$ cat src/rtl/fcvt_pkg.sv
package fcvt_pkg;
  localparam int SRC_EXP_W = 8;
  localparam int SRC_MAN_W = 23;
  localparam int DST_EXP_W = 5;
  localparam int DST_MAN_W = 10;

  localparam int SRC_W     = 1 + SRC_EXP_W + SRC_MAN_W;
  localparam int DST_W     = 1 + DST_EXP_W + DST_MAN_W;
  localparam int SRC_MAG_W = SRC_W - 1;
  localparam int DST_MAG_W = DST_W - 1;
  localparam int SRC_BIAS  = (1 << (SRC_EXP_W - 1)) - 1;
  localparam int DST_BIAS  = (1 << (DST_EXP_W - 1)) - 1;
  localparam int REBIAS    = SRC_BIAS - DST_BIAS;
  localparam int DROP      = SRC_MAN_W - DST_MAN_W;
  localparam int DST_EXP_MAX = (1 << DST_EXP_W) - 1;
  localparam int SIG_W     = SRC_MAN_W + 1;
  // shifting by this much pushes every significand bit below the guard position
  localparam int SHIFT_CAP = SIG_W + 1;
  localparam int EXT_W     = SIG_W + SHIFT_CAP;
  localparam int SH_W      = $clog2(SHIFT_CAP + 1);

  typedef logic [SRC_MAG_W-1:0] src_mag_t;
  typedef logic [DST_MAG_W-1:0] dst_mag_t;

  // largest magnitude of the extended-range format, expressed in the source format
  function automatic src_mag_t f_alt_max_src();
    return {SRC_EXP_W'(DST_EXP_MAX + REBIAS), {DST_MAN_W{1'b1}}, {DROP{1'b0}}};
  endfunction

  function automatic dst_mag_t f_qnan();
    return {{DST_EXP_W{1'b1}}, 1'b1, {(DST_MAN_W-1){1'b0}}};
  endfunction

  function automatic dst_mag_t f_inf();
    return {{DST_EXP_W{1'b1}}, {DST_MAN_W{1'b0}}};
  endfunction

  // nearest-even increment decision
  function automatic logic f_rne(input logic lsb, input logic guard, input logic sticky);
    return guard & (sticky | lsb);
  endfunction
endpackage

$ cat src/rtl/fcvt_unpack.sv
module fcvt_unpack
  import fcvt_pkg::*;
(
  input  logic [SRC_W-1:0]     src,
  input  logic                 alt,
  output logic                 sign,
  output logic                 is_nan,
  output logic                 is_inf,
  output logic [SRC_EXP_W-1:0] exp_f,
  output logic [SRC_MAN_W-1:0] man_f
);
  src_mag_t raw_mag;
  src_mag_t eff_mag;
  logic     clamp_hit;

  always_comb begin
    raw_mag   = src[SRC_MAG_W-1:0];
    sign      = src[SRC_W-1];
    is_nan    = (raw_mag[SRC_MAG_W-1 -: SRC_EXP_W] == '1) && (raw_mag[SRC_MAN_W-1:0] != '0);
    is_inf    = (raw_mag[SRC_MAG_W-1 -: SRC_EXP_W] == '1) && (raw_mag[SRC_MAN_W-1:0] == '0);
    clamp_hit = alt && (raw_mag > f_alt_max_src());
    eff_mag   = clamp_hit ? f_alt_max_src() : raw_mag;
    exp_f     = eff_mag[SRC_MAG_W-1 -: SRC_EXP_W];
    man_f     = eff_mag[SRC_MAN_W-1:0];
  end
endmodule

$ cat src/rtl/fcvt_round.sv
module fcvt_round
  import fcvt_pkg::*;
(
  input  logic [SRC_EXP_W-1:0] exp_f,
  input  logic [SRC_MAN_W-1:0] man_f,
  output logic [DST_MAG_W-1:0] mag,
  output logic                 pre_ovf,
  output logic                 rnd_up,
  output logic                 rnd_tie
);
  logic [SIG_W-1:0]     sig;
  logic [EXT_W-1:0]     ext;
  logic [SIG_W-1:0]     kept;
  logic [SH_W-1:0]      shamt;
  logic [31:0]          he_v;
  logic [DST_MAG_W-1:0] base;
  logic                 is_norm;
  logic                 guard;
  logic                 sticky;
  int                   sh_i;

  always_comb begin
    is_norm = int'(exp_f) > REBIAS;
    sig     = {exp_f != '0, man_f};
    if (is_norm) sh_i = DROP;
    else         sh_i = REBIAS + DROP + 1 - int'(exp_f);
    if (sh_i > SHIFT_CAP) sh_i = SHIFT_CAP;
    shamt   = SH_W'(sh_i);
    ext     = {sig, {SHIFT_CAP{1'b0}}} >> shamt;
    kept    = ext[EXT_W-1:SHIFT_CAP];
    guard   = ext[SHIFT_CAP-1];
    sticky  = |ext[SHIFT_CAP-2:0];
    he_v    = 32'(int'(exp_f) - REBIAS);
    base    = is_norm ? {he_v[DST_EXP_W-1:0], kept[DST_MAN_W-1:0]}
                      : {{DST_EXP_W{1'b0}}, kept[DST_MAN_W-1:0]};
    rnd_up  = f_rne(kept[0], guard, sticky);
    rnd_tie = guard & ~sticky;
    mag     = base + {{(DST_MAG_W-1){1'b0}}, rnd_up};
    pre_ovf = int'(exp_f) >= REBIAS + DST_EXP_MAX;
  end
endmodule

$ cat src/rtl/fcvt_select.sv
module fcvt_select
  import fcvt_pkg::*;
(
  input  logic                 alt,
  input  logic                 sign,
  input  logic                 is_nan,
  input  logic                 is_inf,
  input  logic                 pre_ovf,
  input  logic [DST_MAG_W-1:0] mag,
  output logic [DST_W-1:0]     res,
  output logic                 use_mag
);
  logic top_binade;

  always_comb begin
    top_binade = mag[DST_MAG_W-1 -: DST_EXP_W] == '1;
    use_mag    = 1'b1;
    res        = {sign, mag};
    if (!alt) begin
      if (is_nan) begin
        res     = {sign, f_qnan()};
        use_mag = 1'b0;
      end else if (is_inf || pre_ovf || top_binade) begin
        res     = {sign, f_inf()};
        use_mag = 1'b0;
      end
    end
  end
endmodule

$ cat src/rtl/fcvt_s2h.sv
module fcvt_s2h
  import fcvt_pkg::*;
(
  input  logic             clk,
  input  logic             rst_n,
  input  logic             in_valid,
  input  logic [SRC_W-1:0] in_data,
  input  logic             in_alt,
  output logic             out_valid,
  output logic [DST_W-1:0] out_data
);
  logic                 w_sign;
  logic                 w_nan;
  logic                 w_inf;
  logic [SRC_EXP_W-1:0] w_exp;
  logic [SRC_MAN_W-1:0] w_man;
  logic [DST_MAG_W-1:0] w_mag;
  logic                 w_pre_ovf;
  logic                 w_rnd_up;
  logic                 w_tie;
  logic                 w_use_mag;
  logic [DST_W-1:0]     w_res;

  fcvt_unpack u_unpack (
    .src    (in_data),
    .alt    (in_alt),
    .sign   (w_sign),
    .is_nan (w_nan),
    .is_inf (w_inf),
    .exp_f  (w_exp),
    .man_f  (w_man)
  );

  fcvt_round u_round (
    .exp_f   (w_exp),
    .man_f   (w_man),
    .mag     (w_mag),
    .pre_ovf (w_pre_ovf),
    .rnd_up  (w_rnd_up),
    .rnd_tie (w_tie)
  );

  fcvt_select u_select (
    .alt     (in_alt),
    .sign    (w_sign),
    .is_nan  (w_nan),
    .is_inf  (w_inf),
    .pre_ovf (w_pre_ovf),
    .mag     (w_mag),
    .res     (w_res),
    .use_mag (w_use_mag)
  );

  always_ff @(posedge clk) begin
    if (!rst_n) begin
      out_valid <= 1'b0;
      out_data  <= '0;
    end else begin
      out_valid <= in_valid;
      if (in_valid) out_data <= w_res;
    end
  end

  // the increment flag only feeds the magnitude; referenced here so it stays a named probe
  logic w_rnd_probe;
  assign w_rnd_probe = w_rnd_up;
endmodule

$ cat config.mk
export PLATFORM = sky130hd
export DESIGN_NAME = fcvt_s2h
export DESIGN_NICKNAME = d
export VERILOG_FILES = /design/src/rtl/fcvt_pkg.sv /design/src/rtl/fcvt_unpack.sv /design/src/rtl/fcvt_round.sv /design/src/rtl/fcvt_select.sv /design/src/rtl/fcvt_s2h.sv
export SDC_FILE = /design/constraint.sdc
export NUM_CORES = 1
export LEC_CHECK = 0
export ABC_AREA = 0
export BUFFER_PORTS_ARGS = -buffer_cell sky130_fd_sc_hd__buf_2
export CORE_ASPECT_RATIO = 1.1
export CORE_MARGIN = 2
export CORE_UTILIZATION = 37
export CTS_CLUSTER_DIAMETER = 100
export DETAILED_ROUTE_END_ITERATION = 8
export GPL_TIMING_DRIVEN = 0
export PLACE_DENSITY = 0.56
export SLEW_MARGIN = 10
export SYNTH_ARGS = -nofsm -noshare
export SYNTH_HDL_FRONTEND = slang
export SYNTH_SLANG_ARGS = --single-unit
export TNS_END_PERCENT = 10
$ cat constraint.sdc
create_clock -name clk -period 9.6 [get_ports clk]
set_input_delay 1.92 -clock clk [delete_from_list [all_inputs] [get_ports clk]]
set_output_delay 1.92 -clock clk [all_outputs]
set_load 0.01 [all_outputs]
==> impl_metrics.env, run 1 <==
export IMPL_synth_edf_count=0
export IMPL_die_h_um=113
export IMPL_p_seq_share_pct=19.4
export IMPL_wirelength_um=19400
export IMPL_timing_critical_path_arrival_ns=9.29
export IMPL_fraction_of_the_mapped_netlist_area_in_adder_cells_pct=0.946
export IMPL_multiInputGateArea_um2=3390
export IMPL_synth_area_in_xor_xnor_pct=3.31
export IMPL_max_slew_margin_pct=14.2
export IMPL_synth_top_cells_by_count="nand2_1, nor2_1, a21oi_1"
export IMPL_r2r_start="out_data[9]"
export IMPL_power_leakage_nw=1.56
export IMPL_route_detailed_wl_per_inst_um=25.8
export IMPL_worst_setup_path_start_kind="primary input"
export IMPL_dr_pass1_iters=5
export IMPL_simple_gate_share_of_the_synthesized_area_pct=29.7
export IMPL_hold_viol_final=0
export IMPL_reg2reg_depth=4
export IMPL_syn_nets=601
export IMPL_highest_fanout_seen_on_the_critical_path=10
export IMPL_r2r_end="out_data[9]"
export IMPL_fin_nets=647
export IMPL_final_min_period_over_clock_period_pct=95.3
export IMPL_tightestPinTransition_ns=1.28
export IMPL_floorplan_initialDensity_pct=38.2
export IMPL_clk_latency_ns=0.25
export IMPL_mappedNetlistArea_um2=3970
export IMPL_synth_seq_cells=17
export IMPL_power_switching_fraction_pct=47.9
export IMPL_total_grt_usage_pct=33.4
export IMPL_yosys_most_used_dff="dfxtp_1"
export IMPL_antenna_violations_before_repair=0
export IMPL_worst_hold_path_num_cells=1
export IMPL_yosysMostFrequentCell="nand2_1"
export IMPL_via_count_of_the_first_global_routing_pass=5105
export IMPL_fp_coreArea_um2=10400
export IMPL_net_switching_power_mw=0.196
export IMPL_cellInternalPower_mw=0.213
export IMPL_cts_reportedPaths_clkPinSlew_ns=0.05
export IMPL_drt_drc_violations_left=0
export IMPL_post_cts_buffers=0
export IMPL_areaGrowthSynthToFinish_pct=12.1
export IMPL_postRouteAntennaNets=0
export IMPL_timing_clock_skew_ns=0
export IMPL_cts_buffers=3
export IMPL_synth_area_leaders="dfxtp_1, nand2_1, a21oi_1"
export IMPL_final_max_slew_violation_count=0
export IMPL_avgSynthCellArea_um2=7.06
export IMPL_yosys_warn_count=0
export IMPL_placed_cells=746
export IMPL_tritoncts_num_sinks=17
export IMPL_port_buffers=41
export IMPL_via_cell_ratio=7.09
export IMPL_layout_drive_gt1_share_pct=17.6
export IMPL_post_layout_nonfiller_instances=750
export IMPL_cts_repair_resize_count=0
export IMPL_power_frac_clock_pct=20.4
export IMPL_cts_tree="yes"
export IMPL_period_minus_slack_ns=9.15
export IMPL_routabilityCongestion=0.989
export IMPL_syn_instance_count=562
export IMPL_cts_root_to_sink_buffers=2
export IMPL_num_vias=5316
export IMPL_floorplan_die_area_um2=11600
export IMPL_power_frac_comb_pct=60.2
export IMPL_status="completed"
export IMPL_ios=53
export IMPL_synth_seq_area_share_pct=8.58
export IMPL_timing_setup_tns_ns=0
export IMPL_yosysTopAreaCell="dfxtp_1"
export IMPL_ctsRootBufferMaster="clkbuf_16"
export IMPL_power_ir_vdd_worst_mv=0.118
export IMPL_hold_endpoint="out_data[7]"
export IMPL_criticalPathCategory="primary input to register"
export IMPL_design_area_final_um2=4450
export IMPL_async_flop_share_pct=0
export IMPL_max_cap_violations=0
export IMPL_die_boundary_width_um=103
export IMPL_register_area_um2=340
export IMPL_achievable_frequency_mhz=109
export IMPL_worstHoldPathType="register to register"
export IMPL_setup_worst_path_end_class="register"
export IMPL_synth_top_area_share_pct=8.58
export IMPL_cts_hold_repair_buffers=0
export IMPL_power_density_nw_per_um2=92.0
export IMPL_worst_ep_required_time_ns=9.74
export IMPL_grt_ovfl_total=0
export IMPL_synth_top_family_by_area="compound AO/OA/AOI/OAI gates"
export IMPL_placement_rows=39
export IMPL_grt_max_degree=11
export IMPL_synth_compound_area_share_pct=46.1
export IMPL_drt_first_iter_violations=625
export IMPL_dpl_cell_area_um2=4350
export IMPL_first_pass_grt_wire_length_um=29800
export IMPL_htree_levels=1
export IMPL_fillerInstances=1173
export IMPL_post_detailed_placement_half_perimeter_wirelength_um=14900
export IMPL_final_hold_worst_slack_ns=0.461
export IMPL_r2r_setup_slack_ns=8.37
export IMPL_synth_lib_cells_used_distinct=86
export IMPL_antenna_cells=0
export IMPL_synth_mux_area_share_pct=4.89
export IMPL_hold_path_startpoint="out_data[7]"
export IMPL_grt_setup_unrepaired="false"
export IMPL_setup_violations=0
-- critical path: stages --
cell,delay [ns]
clkbuf_1,0.49
nand4_1,0.17
nor4_1,0.59
a31o_2,0.38
clkbuf_1,0.58
nor2_1,0.25
ha_1,0.30
nor3b_2,0.21
o21ai_2,0.55
a31oi_1,0.20
nand3_2,0.29
clkbuf_1,0.49
nand2_1,0.09
a2bb2oi_1,0.48
o211ai_1,0.27
nor2b_1,0.24
nor3_1,0.20
ha_1,0.21
o21a_1,0.25
nand4_1,0.17
a211oi_1,0.30
a31oi_1,0.16
buf_4,0.20
a32o_1,0.25
-- power groups by stage --
stage / sequential [mW] / combinational [mW] / clock, mW
6_report: 0.0794 / 0.246 / 0.0835
3_3_place_gp: 0.0806 / 0.236 / 0
3_5_place_dp: 0.0807 / 0.235 / 0
5_1_grt: 0.0800 / 0.261 / 0.0880
4_1_cts: 0.0793 / 0.237 / 0.0856
2_1_floorplan: 0.0836 / 0.155 / 0
-- layout by cell type, fill, tap and decap left out, drive strengths merged, types with 5 or more instances in the layout --
cell / instances
or3: 6
nor2: 40
o21ai: 37
o41ai: 5
a31oi: 13
nand3: 22
o32a: 5
and3: 7
a21o: 7
nand2: 52
o22ai: 6
o21a: 8
nor4: 13
nand2b: 8
xnor2: 6
nor3: 22
a32oi: 7
a32o: 11
o31ai: 5
nor2b: 9
dfxtp: 17
o211ai: 10
buf: 69
a2111oi: 7
and2: 9
nand4: 7
clkbuf: 23
a311oi: 7
mux2i: 16
a22oi: 5
xor2: 9
o32ai: 5
inv: 7
a21oi: 37
a211oi: 15
-- per-layer routing --
metal,up-vias,routed length [µm],track usage (%)
met5,-,0,0
met4,0,1160,16.9
met3,89,1640,5.48
met2,346,8870,53.2
met1,2536,7710,42.9
li1,2345,-,-
-- cell type report --
type	instances	area share, %
Buffer	48	5.15
Inverter	7	0.591
Timing Repair Buffer	41	4.61
Clock inverter	1	0.113
Multi-Input combinational cell	490	76.2
Sequential cell	17	7.65
Clock buffer	3	1.69
Tap cell	143	4.02
-- worst max path at each step --
stage / start / end / slack (ns) / cells after the start
global route: in_data[26] / out_data[6] / 0.15 / 27
CTS: in_data[1] / out_data[2] / 0.14 / 26
finish: in_data[21] / out_data[2] / 0.45 / 24
detailed placement: in_data[1] / out_data[2] / -0.07 / 26
global placement: in_data[1] / out_data[7] / -0.05 / 26
floorplan: in_data[27] / out_data[2] / 2.22 / 24
-- flip-flops by register name, indices dropped and copies added (netlist names) --
register,count
out_valid,1
out_data,16
-- cell families after synthesis --
logic type                 after synthesis
and+or+nand+nor                        216
adders and majority gates                3
AOI/OAI and AO/OA                      237
DFF                                     17
xor gates and xnor gates                15
muxes                                   19
buffers and inverters                   55
-- through the flow --
stage / util, % / power (mW) / worst slack, ns
final: 42.8 / 0.409 / 0.451
after global routing: 42.8 / 0.429 / 0.148
after CTS: 42.6 / 0.402 / 0.140
after detailed placement: 41.9 / 0.316 / -0.0681
after global placement: 41.9 / 0.317 / -0.0492
after floorplan: - / 0.238 / 2.22
Note: power is estimated with default switching activity, not from simulation.
==> run 2, diff against run 1 <==
--- a/config.mk
+++ b/config.mk
@@ -13,7 +13,7 @@
 export CTS_CLUSTER_DIAMETER = 100
 export DETAILED_ROUTE_END_ITERATION = 8
 export GPL_TIMING_DRIVEN = 0
-export PLACE_DENSITY = 0.56
+export PLACE_DENSITY = 0.58
 export SLEW_MARGIN = 10
 export SYNTH_ARGS = -nofsm -noshare
 export SYNTH_HDL_FRONTEND = slang
==> constraint.sdc (replaced) <==
create_clock -name clk -period 7.87 [get_ports clk]
set_input_delay 1.574 -clock clk [delete_from_list [all_inputs] [get_ports clk]]
set_output_delay 1.574 -clock clk [all_outputs]
set_load 0.01 [all_outputs]
==> impl_metrics.env, run 2 (same netlist as run 1, synthesis figures left out) <==
export IMPL_port_buffers=41
export IMPL_total_grt_usage_pct=34.8
export IMPL_floorplan_die_area_um2=11600
export IMPL_max_cap_violations=0
export IMPL_routabilityCongestion=1.01
export IMPL_power_switching_fraction_pct=47.4
export IMPL_grt_setup_unrepaired="false"
export IMPL_hold_path_startpoint="out_data[3]"
export IMPL_final_max_slew_violation_count=0
export IMPL_worstHoldPathType="register to register"
export IMPL_achievable_frequency_mhz=131
export IMPL_antenna_cells=0
export IMPL_power_ir_vdd_worst_mv=0.163
export IMPL_tritoncts_num_sinks=17
export IMPL_worst_setup_path_start_kind="primary input"
export IMPL_ctsRootBufferMaster="clkbuf_16"
export IMPL_antenna_violations_before_repair=0
export IMPL_placed_cells=746
export IMPL_floorplan_initialDensity_pct=38.2
export IMPL_tightestPinTransition_ns=0.899
export IMPL_power_density_nw_per_um2=108
export IMPL_cts_root_to_sink_buffers=2
export IMPL_htree_levels=1
export IMPL_status="completed"
export IMPL_period_minus_slack_ns=7.66
export IMPL_worst_ep_required_time_ns=8.01
export IMPL_hold_viol_final=0
export IMPL_timing_clock_skew_ns=0
export IMPL_ios=53
export IMPL_fp_coreArea_um2=10400
export IMPL_cts_tree="yes"
export IMPL_p_seq_share_pct=18.3
export IMPL_cts_hold_repair_buffers=0
export IMPL_power_leakage_nw=1.74
export IMPL_setup_worst_path_end_class="register"
export IMPL_fillerInstances=1089
export IMPL_multiInputGateArea_um2=3610
export IMPL_grt_ovfl_total=0
export IMPL_die_h_um=113
export IMPL_layout_commonest_cell="buf_2"
export IMPL_r2r_start="out_data[9]"
export IMPL_die_boundary_width_um=103
export IMPL_final_core_util_pct=47.0
export IMPL_num_vias=5468
export IMPL_dr_pass1_iters=5
export IMPL_drt_first_iter_violations=662
export IMPL_max_slew_margin_pct=39.7
export IMPL_registers_top_by_ff_count="out_data"
export IMPL_layout_cells_most_common_list="buf_2, nand2_1, nor2_1"
export IMPL_net_switching_power_mw=0.251
export IMPL_final_min_period_over_clock_period_pct=97.3
export IMPL_first_pass_grt_wire_length_um=30500
export IMPL_power_frac_clock_pct=18.7
export IMPL_via_cell_ratio=7.09
export IMPL_postRouteAntennaNets=0
export IMPL_timing_critical_path_arrival_ns=7.80
export IMPL_highest_fanout_seen_on_the_critical_path=10
export IMPL_register_area_um2=340
export IMPL_areaGrowthSynthToFinish_pct=23.2
export IMPL_crit_start="in_data[27]"
export IMPL_route_detailed_wl_per_inst_um=26.8
export IMPL_post_layout_nonfiller_instances=771
export IMPL_criticalPathCategory="primary input to register"
export IMPL_power_frac_comb_pct=63.0
export IMPL_cts_reportedPaths_clkPinSlew_ns=0.05
export IMPL_drt_drc_violations_left=0
export IMPL_clk_latency_ns=0.24
export IMPL_fin_nets=668
export IMPL_post_detailed_placement_half_perimeter_wirelength_um=15600
export IMPL_max_ffs_per_register=16
export IMPL_via_count_of_the_first_global_routing_pass=4977
export IMPL_timing_setup_tns_ns=0
export IMPL_grt_max_degree=11
export IMPL_wirelength_um=20600
export IMPL_setup_violations=0
export IMPL_largest_registers="out_data (16), out_valid (1)"
export IMPL_cellInternalPower_mw=0.278
export IMPL_cts_buffers=3
export IMPL_placement_rows=39
export IMPL_layout_drive_gt1_share_pct=26.3
run 2: metal layers:
metal	part of all wire, %	routed length (µm)	GRT usage (%)	vias to the layer above
met2	46	9470	55.5	375
met5	0	0	0	-
met1	41	8400	47.1	2611
met3	8.3	1710	3.99	83
li1	-	-	-	2399
met4	5.1	1050	14.3	0
run 2: worst paths after layout:
check                      to  depth (start not counted)  slack (ns)
setup reg to reg  out_data[9]                          4        6.62
setup / recovery  out_data[5]                         28        0.21
hold reg to reg   out_data[3]                          1        0.46
hold / removal    out_data[3]                          1        0.46
run 2: timing repair:
| item | 4_1_cts | 5_1_grt |
|---|---|---|
| cloned | 0 | 0 |
| pin swaps | 4 | 8 |
| setup buffers | 5 | 16 |
| setup endpoints to repair | 15 | 14 |
| gates resized for setup | 25 | 47 |
run 2: critical path: stages:
cell	delay (ns)
buf_2	0.14
buf_4	0.18
o311a_1	0.51
a31oi_4	0.30
buf_6	0.21
buf_4	0.22
nand2b_1	0.17
inv_1	0.11
ha_1	0.16
or3b_1	0.35
buf_2	0.19
a21o_2	0.31
a31oi_2	0.27
and3_1	0.20
buf_2	0.21
buf_4	0.25
a2bb2oi_4	0.26
o211ai_1	0.13
buf_4	0.18
nor2b_2	0.17
nor3_1	0.19
ha_1	0.20
o21a_2	0.21
nand4_1	0.16
a211oi_2	0.27
a31oi_1	0.17
buf_4	0.21
a32o_1	0.25
run 2: power by group through the flow:
stage / sequential, mW / clock, mW / combinational [mW]
detailed placement: 0.0985 / 0 / 0.290
CTS: 0.0969 / 0.101 / 0.300
finish: 0.0968 / 0.0988 / 0.333
global placement: 0.0982 / 0 / 0.290
global route: 0.0975 / 0.105 / 0.350
floorplan: 0.102 / 0 / 0.189
run 2: through the flow:
step | power, mW | worst slack, ns | hold slack, ns | cell area, µm²
2_1_floorplan | 0.291 | 0.833 | 0.511 | 3970
3_3_place_gp | 0.388 | -1.56 | 0.447 | 4350
3_5_place_dp | 0.389 | -1.49 | 0.458 | 4350
4_1_cts | 0.498 | 0.00176 | 0.472 | 4580
5_1_grt | 0.552 | 0.000692 | 0.481 | 4890
6_report | 0.529 | 0.209 | 0.464 | 4890
run 2: cell type report:
cell class,instances,area share (%)
clock inverter,1,0.102
inverter,7,0.538
tap,143,3.66
multi-input combinational,490,74.0
buffer,48,5.30
timing repair buffer,62,7.94
sequential,17,6.96
clock buffer,3,1.54
